## src/rtl/pic_pkg.sv

```systemverilog
package pic_pkg;
   typedef enum logic [2:0] {
      RA_EN_SET = 3'd0,
      RA_EN_CLR = 3'd1,
      RA_PD_SET = 3'd2,
      RA_PD_CLR = 3'd3,
      RA_PRIO   = 3'd4,
      RA_CTRL   = 3'd5,
      RA_BASE   = 3'd6
   } reg_addr_e;

   localparam int unsigned EXC_W         = 8;
   localparam int unsigned NMI_EXC       = 2;
   localparam int unsigned LINE_EXC_BASE = 16;
   localparam int unsigned BASE_ALIGN    = 8;
   localparam int unsigned PRIO_LINE_LSB = 8;
   localparam int unsigned CTRL_THR_LSB  = 4;
   localparam int unsigned CTRL_GRP_LSB  = 8;
endpackage

```

## src/rtl/pic_regfile.sv

```systemverilog
module pic_regfile
   import pic_pkg::*;
#(
   parameter int unsigned N_LINES = 8,
   parameter int unsigned PRIO_W  = 3,
   parameter int unsigned ADDR_W  = 32,
   localparam int unsigned LINE_W = $clog2(N_LINES),
   localparam int unsigned GRP_W  = $clog2(PRIO_W + 1)
) (
   input  logic                            clk_i,
   input  logic                            rst_ni,
   input  logic                            wr_en_i,
   input  logic [2:0]                      wr_addr_i,
   input  logic [31:0]                     wr_data_i,
   input  logic [N_LINES-1:0]              src_i,
   input  logic [N_LINES-1:0]              busy_i,
   input  logic [N_LINES-1:0]              ack_clr_i,
   output logic [N_LINES-1:0]              en_q,
   output logic [N_LINES-1:0]              pend_q,
   output logic [N_LINES-1:0][PRIO_W-1:0]  prio_q,
   output logic                            gate_q,
   output logic [PRIO_W-1:0]               thr_q,
   output logic [GRP_W-1:0]                grp_q,
   output logic [ADDR_W-1:0]               base_q
);
   logic [N_LINES-1:0] sw_set, sw_clr, pend_next;
   logic [LINE_W-1:0]  prio_idx;

   assign prio_idx = wr_data_i[PRIO_LINE_LSB +: LINE_W];

   always_comb begin
      sw_set = (wr_en_i && wr_addr_i == RA_PD_SET) ? wr_data_i[N_LINES-1:0] : '0;
      sw_clr = (wr_en_i && wr_addr_i == RA_PD_CLR) ? wr_data_i[N_LINES-1:0] : '0;
      // accept clear is applied last so it always wins
      pend_next = ((pend_q | (src_i & ~busy_i) | sw_set) & ~sw_clr) & ~ack_clr_i;
   end

   always_ff @(posedge clk_i) begin
      if (!rst_ni) begin
         en_q   <= '0;
         pend_q <= '0;
         prio_q <= '0;
         gate_q <= 1'b1;
         thr_q  <= '0;
         grp_q  <= '0;
         base_q <= '0;
      end else begin
         pend_q <= pend_next;
         if (wr_en_i) begin
            case (wr_addr_i)
               RA_EN_SET: en_q <= en_q | wr_data_i[N_LINES-1:0];
               RA_EN_CLR: en_q <= en_q & ~wr_data_i[N_LINES-1:0];
               RA_PRIO: begin
                  if (int'(prio_idx) < N_LINES)
                     prio_q[prio_idx] <= wr_data_i[PRIO_W-1:0];
               end
               RA_CTRL: begin
                  gate_q <= wr_data_i[0];
                  thr_q  <= wr_data_i[CTRL_THR_LSB +: PRIO_W];
                  grp_q  <= wr_data_i[CTRL_GRP_LSB +: GRP_W];
               end
               RA_BASE: base_q <= {wr_data_i[ADDR_W-1:BASE_ALIGN], {BASE_ALIGN{1'b0}}};
               default: ;
            endcase
         end
      end
   end

   p_base_aligned_r9: assert property (@(posedge clk_i) disable iff (!rst_ni)
      wr_en_i && wr_addr_i == RA_BASE |=> base_q[BASE_ALIGN-1:0] == '0);
endmodule

```

## src/rtl/pic_arbiter.sv

```systemverilog
module pic_arbiter #(
   parameter int unsigned N_LINES = 8,
   parameter int unsigned PRIO_W  = 3,
   localparam int unsigned LINE_W = $clog2(N_LINES)
) (
   input  logic [N_LINES-1:0]             elig_i,
   input  logic [N_LINES-1:0][PRIO_W-1:0] prio_i,
   output logic                           found_o,
   output logic [LINE_W-1:0]              line_o,
   output logic [PRIO_W-1:0]              prio_o
);
   // ascending scan with strict compare: equal priority keeps the lower line
   always_comb begin
      found_o = 1'b0;
      line_o  = '0;
      prio_o  = '1;
      for (int i = 0; i < int'(N_LINES); i++) begin
         if (elig_i[i] && (!found_o || prio_i[i] < prio_o)) begin
            found_o = 1'b1;
            line_o  = LINE_W'(i);
            prio_o  = prio_i[i];
         end
      end
   end
endmodule

```

## src/rtl/pic_nest_stack.sv

```systemverilog
module pic_nest_stack #(
   parameter int unsigned N_LINES = 8,
   parameter int unsigned PRIO_W  = 3,
   localparam int unsigned LINE_W = $clog2(N_LINES),
   localparam int unsigned LEVELS = 2 ** PRIO_W
) (
   input  logic                clk_i,
   input  logic                rst_ni,
   input  logic                push_i,
   input  logic [PRIO_W-1:0]   push_lvl_i,
   input  logic [LINE_W-1:0]   push_line_i,
   input  logic                pop_i,
   output logic                top_valid_o,
   output logic [PRIO_W-1:0]   top_lvl_o,
   output logic [N_LINES-1:0]  busy_o
);
   // one slot per preemption level: nesting is strictly ordered by level
   logic [LEVELS-1:0]             lvl_act_q;
   logic [LEVELS-1:0][LINE_W-1:0] line_at_q;

   always_comb begin
      top_valid_o = 1'b0;
      top_lvl_o   = '0;
      for (int l = LEVELS - 1; l >= 0; l--) begin
         if (lvl_act_q[l]) begin
            top_valid_o = 1'b1;
            top_lvl_o   = PRIO_W'(l);
         end
      end
   end

   always_comb begin
      busy_o = '0;
      for (int l = 0; l < int'(LEVELS); l++)
         if (lvl_act_q[l]) busy_o[line_at_q[l]] = 1'b1;
   end

   always_ff @(posedge clk_i) begin
      if (!rst_ni) begin
         lvl_act_q <= '0;
         line_at_q <= '0;
      end else if (push_i) begin
         lvl_act_q[push_lvl_i] <= 1'b1;
         line_at_q[push_lvl_i] <= push_line_i;
      end else if (pop_i) begin
         lvl_act_q[top_lvl_o] <= 1'b0;
      end
   end

   p_push_urgent_r7: assert property (@(posedge clk_i) disable iff (!rst_ni)
      push_i && top_valid_o |-> push_lvl_i < top_lvl_o);
   p_pop_nonempty_r8: assert property (@(posedge clk_i) disable iff (!rst_ni)
      pop_i |-> top_valid_o);
endmodule

```

## src/rtl/prio_irq_ctrl.sv

```systemverilog
module prio_irq_ctrl
   import pic_pkg::*;
#(
   parameter int unsigned N_LINES = 8,
   parameter int unsigned PRIO_W  = 3,
   parameter int unsigned ADDR_W  = 32,
   localparam int unsigned LINE_W = $clog2(N_LINES),
   localparam int unsigned GRP_W  = $clog2(PRIO_W + 1)
) (
   input  logic                clk_i,
   input  logic                rst_ni,
   input  logic [N_LINES-1:0]  src_i,
   input  logic                nmi_i,
   input  logic                wr_en_i,
   input  logic [2:0]          wr_addr_i,
   input  logic [31:0]         wr_data_i,
   input  logic                ack_i,
   input  logic                ret_i,
   output logic                req_o,
   output logic [EXC_W-1:0]    exc_num_o,
   output logic [ADDR_W-1:0]   vec_addr_o,
   output logic [N_LINES-1:0]  pend_o
);
   if (N_LINES < 2 || N_LINES > 32) begin : g_bad_lines
      $error("N_LINES must be 2..32");
   end
   if (PRIO_W < 1 || PRIO_W > 4) begin : g_bad_prio
      $error("PRIO_W must be 1..4");
   end
   if (ADDR_W <= BASE_ALIGN || ADDR_W > 32) begin : g_bad_addr
      $error("ADDR_W must be 9..32");
   end

   logic [N_LINES-1:0]             en_q, pend_q, busy, ack_clr, thr_ok, elig;
   logic [N_LINES-1:0][PRIO_W-1:0] prio_q;
   logic                           gate_q, found, top_valid, preempt_ok;
   logic [PRIO_W-1:0]              thr_q, win_prio, win_lvl, top_lvl;
   logic [GRP_W-1:0]               grp_q;
   logic [ADDR_W-1:0]              base_q;
   logic [LINE_W-1:0]              win_line;
   logic                           nmi_q, nmi_pend_q, nmi_act_q, nmi_win;
   logic                           accept, push, pop;

   pic_regfile #(.N_LINES(N_LINES), .PRIO_W(PRIO_W), .ADDR_W(ADDR_W)) regs_i (
      .clk_i, .rst_ni, .wr_en_i, .wr_addr_i, .wr_data_i, .src_i,
      .busy_i(busy), .ack_clr_i(ack_clr),
      .en_q, .pend_q, .prio_q, .gate_q, .thr_q, .grp_q, .base_q);

   for (genvar i = 0; i < int'(N_LINES); i++) begin : g_elig
      assign thr_ok[i] = (thr_q == '0) || (prio_q[i] < thr_q);
      assign elig[i]   = pend_q[i] && en_q[i] && gate_q && thr_ok[i];
   end

   pic_arbiter #(.N_LINES(N_LINES), .PRIO_W(PRIO_W)) arb_i (
      .elig_i(elig), .prio_i(prio_q),
      .found_o(found), .line_o(win_line), .prio_o(win_prio));

   assign win_lvl    = win_prio >> grp_q;
   assign preempt_ok = !top_valid || (win_lvl < top_lvl);
   assign nmi_win    = nmi_pend_q && !nmi_act_q;
   assign req_o      = nmi_win || (!nmi_act_q && found && preempt_ok);
   assign accept     = ack_i && req_o && !ret_i;
   assign push       = accept && !nmi_win;
   assign pop        = ret_i && !nmi_act_q && top_valid;

   always_comb begin
      ack_clr = '0;
      if (push) ack_clr[win_line] = 1'b1;
   end

   always_comb begin
      if (nmi_win)    exc_num_o = EXC_W'(NMI_EXC);
      else if (req_o) exc_num_o = EXC_W'(LINE_EXC_BASE) + EXC_W'(win_line);
      else            exc_num_o = '0;
   end
   assign vec_addr_o = base_q + ADDR_W'({exc_num_o, 2'b00});
   assign pend_o     = pend_q;

   pic_nest_stack #(.N_LINES(N_LINES), .PRIO_W(PRIO_W)) stack_i (
      .clk_i, .rst_ni, .push_i(push), .push_lvl_i(win_lvl), .push_line_i(win_line),
      .pop_i(pop), .top_valid_o(top_valid), .top_lvl_o(top_lvl), .busy_o(busy));

   always_ff @(posedge clk_i) begin
      if (!rst_ni) begin
         nmi_q      <= 1'b0;
         nmi_pend_q <= 1'b0;
         nmi_act_q  <= 1'b0;
      end else begin
         nmi_q <= nmi_i;
         if (nmi_i && !nmi_q)      nmi_pend_q <= 1'b1;
         else if (accept && nmi_win) nmi_pend_q <= 1'b0;
         if (accept && nmi_win)    nmi_act_q <= 1'b1;
         else if (ret_i)           nmi_act_q <= 1'b0;
      end
   end

   p_req_enabled_r2: assert property (@(posedge clk_i) disable iff (!rst_ni)
      req_o && !nmi_win |-> en_q[win_line] && pend_q[win_line]);
   p_threshold_r4: assert property (@(posedge clk_i) disable iff (!rst_ni)
      req_o && !nmi_win && thr_q != '0 |-> prio_q[win_line] < thr_q);
   p_gate_r5: assert property (@(posedge clk_i) disable iff (!rst_ni)
      !gate_q && req_o |-> exc_num_o == EXC_W'(NMI_EXC));
   p_ack_clears_r6: assert property (@(posedge clk_i) disable iff (!rst_ni)
      push |=> !pend_q[$past(win_line)]);
   p_nmi_holds_r11: assert property (@(posedge clk_i) disable iff (!rst_ni)
      nmi_act_q |-> !req_o);
   p_busy_no_repend_r10: assert property (@(posedge clk_i) disable iff (!rst_ni)
      push |=> busy[$past(win_line)]);
endmodule

```

## config.mk

```make
export PLATFORM = sky130hd
export DESIGN_NAME = prio_irq_ctrl
export DESIGN_NICKNAME = d
export VERILOG_FILES = /design/src/rtl/pic_pkg.sv /design/src/rtl/pic_regfile.sv /design/src/rtl/pic_arbiter.sv /design/src/rtl/pic_nest_stack.sv /design/src/rtl/prio_irq_ctrl.sv
export SDC_FILE = /design/constraint.sdc
export NUM_CORES = 1
export LEC_CHECK = 0
export BUFFER_PORTS_ARGS = -buffer_cell sky130_fd_sc_hd__buf_2
export CORE_ASPECT_RATIO = 0.5
export CORE_MARGIN = 10
export CORE_UTILIZATION = 55
export CTS_BUF_LIST = sky130_fd_sc_hd__clkbuf_8
export CTS_CLUSTER_DIAMETER = 120
export DETAILED_ROUTE_END_ITERATION = 7
export GPL_TIMING_DRIVEN = 0
export PLACE_DENSITY = 0.77
export SLEW_MARGIN = 10
export SYNTH_ARGS = -nofsm -noshare
export SYNTH_HDL_FRONTEND = slang
export SYNTH_HIERARCHICAL = 1
export SYNTH_SLANG_ARGS = --single-unit
```

## constraint.sdc

```tcl
create_clock -name clk_i -period 26.3 [get_ports clk_i]
set_clock_uncertainty 0.1 [all_clocks]
set_input_delay 0 -clock clk_i [delete_from_list [all_inputs] [get_ports clk_i]]
set_output_delay 0 -clock clk_i [all_outputs]
set_load 0.05 [all_outputs]
```

==> flow_summary.ini <==
[floorplanning]
pin_count = 98
die_h_um = 103
rows = 30
die_w_um = 187
design.core.area_um2 = 13600
initial_core_util = 0.563
dieArea_um2 = 19300

[drt]
vias_per_cell = 6.02
drtIter0Drc = 741
dr.pass1.iters = 5
detail_route.wl_per_cell_um = 18.2
drtAntennaViolNets = 0
wirelength_um = 23000
drc_errors = 0
vias = 7638

[place]
globalplace.congestion = 0.966
placed_area_um2 = 8340
dp_hpwl_um = 17300
portBuffers = 85
dp_slack_ns = 11.72

[sta]
rsz0062_at_grt = no
relSlewSlack = 0.374
setup_slack_ns = 11.49
setup_viol = 0
fin_crit_ns = 14.81
tightest_slew_ns = 0.932
finalHoldViolCount = 0
fin_setup_tns_ns = 0
fin_crit_sh = 0.563
slew_viol_final = 0
fmax_ghz = 0.0675
fin_hold_ws_ns = 0.0215

[worst_setup_path]
required_ns = 26.45
crit_fanout = 10
crit_path_start_kind = flop
crit_top_cell = ha_1
end_kind = flop
slowest_delay_ns = 0.76
worstSetupPathType = reg2reg
crit_slowest_cell = nor3_1
cp.arrival_ns = 14.96
timing.rr.start = regs_i/thr_q[0]
crit_path_start = regs_i/thr_q[0]

[clocking]
clock-sinks = 105
cts_tree = done
clk_pin_slew_ns = 0.12
postCtsSetupRepairBufs = 0
cts_max_level = 3
clock_latency_ns = 0.39
cts_buffers = 9
cts_hold_buffers = 47
clock-root-buffer = clkbuf_8
cts_resized = 0
clock_path_buffers = 2

[synth]
synth-compound-area-share = 0.236
synthAdderAreaFrac = 0.0535
ys_seq_area_frac = 0.276
yosys.area.top_type_share = 0.276
synthMuxAreaShare = 0.0787
synth_area_leaders = dfxtp_1 28%, mux2i_1 7.1%, nand2_1 6.4%, ha_1 5.1%, a21oi_1 4.9%
yosys.area_share.simple = 0.269
synth_area_leader_cell = dfxtp_1
syn_area_um2 = 7630
ys.warnings.count = 6
synth-seq-cells = 105
synthArstFlopShare = 0
synth_xor_area_frac = 0.0321
syn_avg_cell_area_um2 = 8.31
synth_edf_count = 0
synth_ff_type = dfxtp_1
synth_top_family_by_area = simple AND/OR/NAND/NOR gates
synth_cells = 918
synth_cell_type_count = 99

[pwr]
p_per_area_nw_per_um2 = 38.4
ir_drop_mv = 0.0244
static-leakage-power_nw = 3.58
total_power_mw = 0.346

[min_path]
hp-start = wr_addr_i[2]
hp-class = in2reg

[global_route]
grtUsageMet3 = 0.0395
met1_usage = 0.281
grt_antenna_before_repair = 0
grt_pass1_wl_um = 36700
grt_pass1_vias = 7214
track_usage = 0.229
grt_max_degree = 20
grt.overflow.total = 0
top_usage_layer = met2
met2_usage = 0.411

[run]
cap_violations = 0

[cells_and_area]
layout-drive-gt1-share = 0.174
nets = 1153
n_antenna_cell = 0
syn_to_final_growth_pct = 18.0
fin_area_um2 = 9000

[outcome]
status = complete, no violations
## registers in the layout (all words and copies together) (netlist names), named ones only
register and cells:
stack_i/lvl_act_q 8, regs_i/gate_q 1, nmi_pend_q 1, regs_i/thr_q 3, regs_i/grp_q 2, regs_i/base_q 24, regs_i/pend_q 8, stack_i/line_at_q 24
nmi_q 1, regs_i/prio_q 24, nmi_act_q 1
## layer usage
layer	vias to the layer above	share of wire	wire length (µm)
li1	3649	-	-
met2	289	0.49	11200
met5	-	0	0
met4	0	0.022	509
met1	3657	0.43	9910
met3	43	0.059	1370
## critical path: cells and delay by family, from the launching register on
family / cells / cell delay [ns]
multiplexers: 4 / 1.01
flip-flops: 1 / 0.45
AND/OR/NAND/NOR: 15 / 4.63
AO/OA/AOI/OAI: 28 / 6.02
buffers and inverters: 5 / 0.55
adder cells (fa/ha/maj): 7 / 1.87
## cell usage after synthesis (4+ instances only)
cell type  number
a2111oi_1       7
a211oi_1       13
a21o_1         11
a21oi_1        75
a221oi_1        4
a221oi_2        8
a31o_2          4
a31oi_1         8
and2_1          5
and3_1          7
and3b_1         4
and4_1          4
buf_1           4
buf_2           9
buf_4          16
clkbuf_1       21
dfxtp_1       105
ha_1           31
inv_1          36
mux2_2          4
mux2i_1        54
nand2_1       130
nand2b_1       25
nand3_1        17
nand4_1        11
nand4b_1       11
nor2_1         68
nor2b_1        15
nor3_1         15
nor3b_1        10
o2111a_1        8
o2111ai_1      10
o211ai_1        8
o21ai_0        22
o22ai_1         4
o32ai_1         4
xnor2_1        27
## final cells by class
class	instances	area, µm²
multi-input combinational	735	5160
fill	1159	4550
sequential	105	2100
timing repair buffer	132	896
buffer	51	270
tap	192	240
inverter	38	143
clock buffer	10	138
clock inverter	6	58.8
## worst paths after layout
check	cells past startpoint	slack, ns	to
worst max-delay path	59	11.49	stack_i/line_at_q[5]
worst min-delay path	4	0.02	flop
worst max register to register	59	11.49	stack_i/line_at_q[5]
worst min register to register	2	0.37	stack_i/line_at_q[23]
## metrics by stage
step / cells / util
6_report: 1269 / 0.664
3_3_place_gp: 1206 / 0.615
3_5_place_dp: 1206 / 0.615
2_1_floorplan: 929 / -
4_1_cts: 1269 / 0.664
5_1_grt: 1269 / 0.664
## cells in the final DEF (no fill, tap or decap), drive strengths merged, types with 31 or more instances in the layout
| cell | netlist | final |
|---|---|---|
| mux2i | 54 | 54 |
| a21oi | 77 | 77 |
| clkbuf | 21 | 31 |
| inv | 36 | 39 |
| buf | 30 | 115 |
| nand2 | 130 | 130 |
| ha | 31 | 31 |
| nor2 | 68 | 68 |
| dlygate4sd3 | 0 | 47 |
| dfxtp | 105 | 105 |
## power by group
part	total [mW]	leakage, nW	switching [mW]	internal, mW
Clock	0.101	0.102	0.0622	0.0393
Sequential	0.165	0.851	0.00338	0.162
Combinational	0.0793	2.62	0.0513	0.0279
Total	0.346	3.58	0.117	0.229
## cell families after synthesis
group / Yosys count
adder cells (fa/ha/maj): 32
buffers and inverters: 89
multiplexers: 59
AO/OA/AOI/OAI: 233
other: 3
XOR/XNOR: 28
AND/OR/NAND/NOR: 369
flip-flops: 105
No activity file was read; power rests on OpenSTA's default activity.
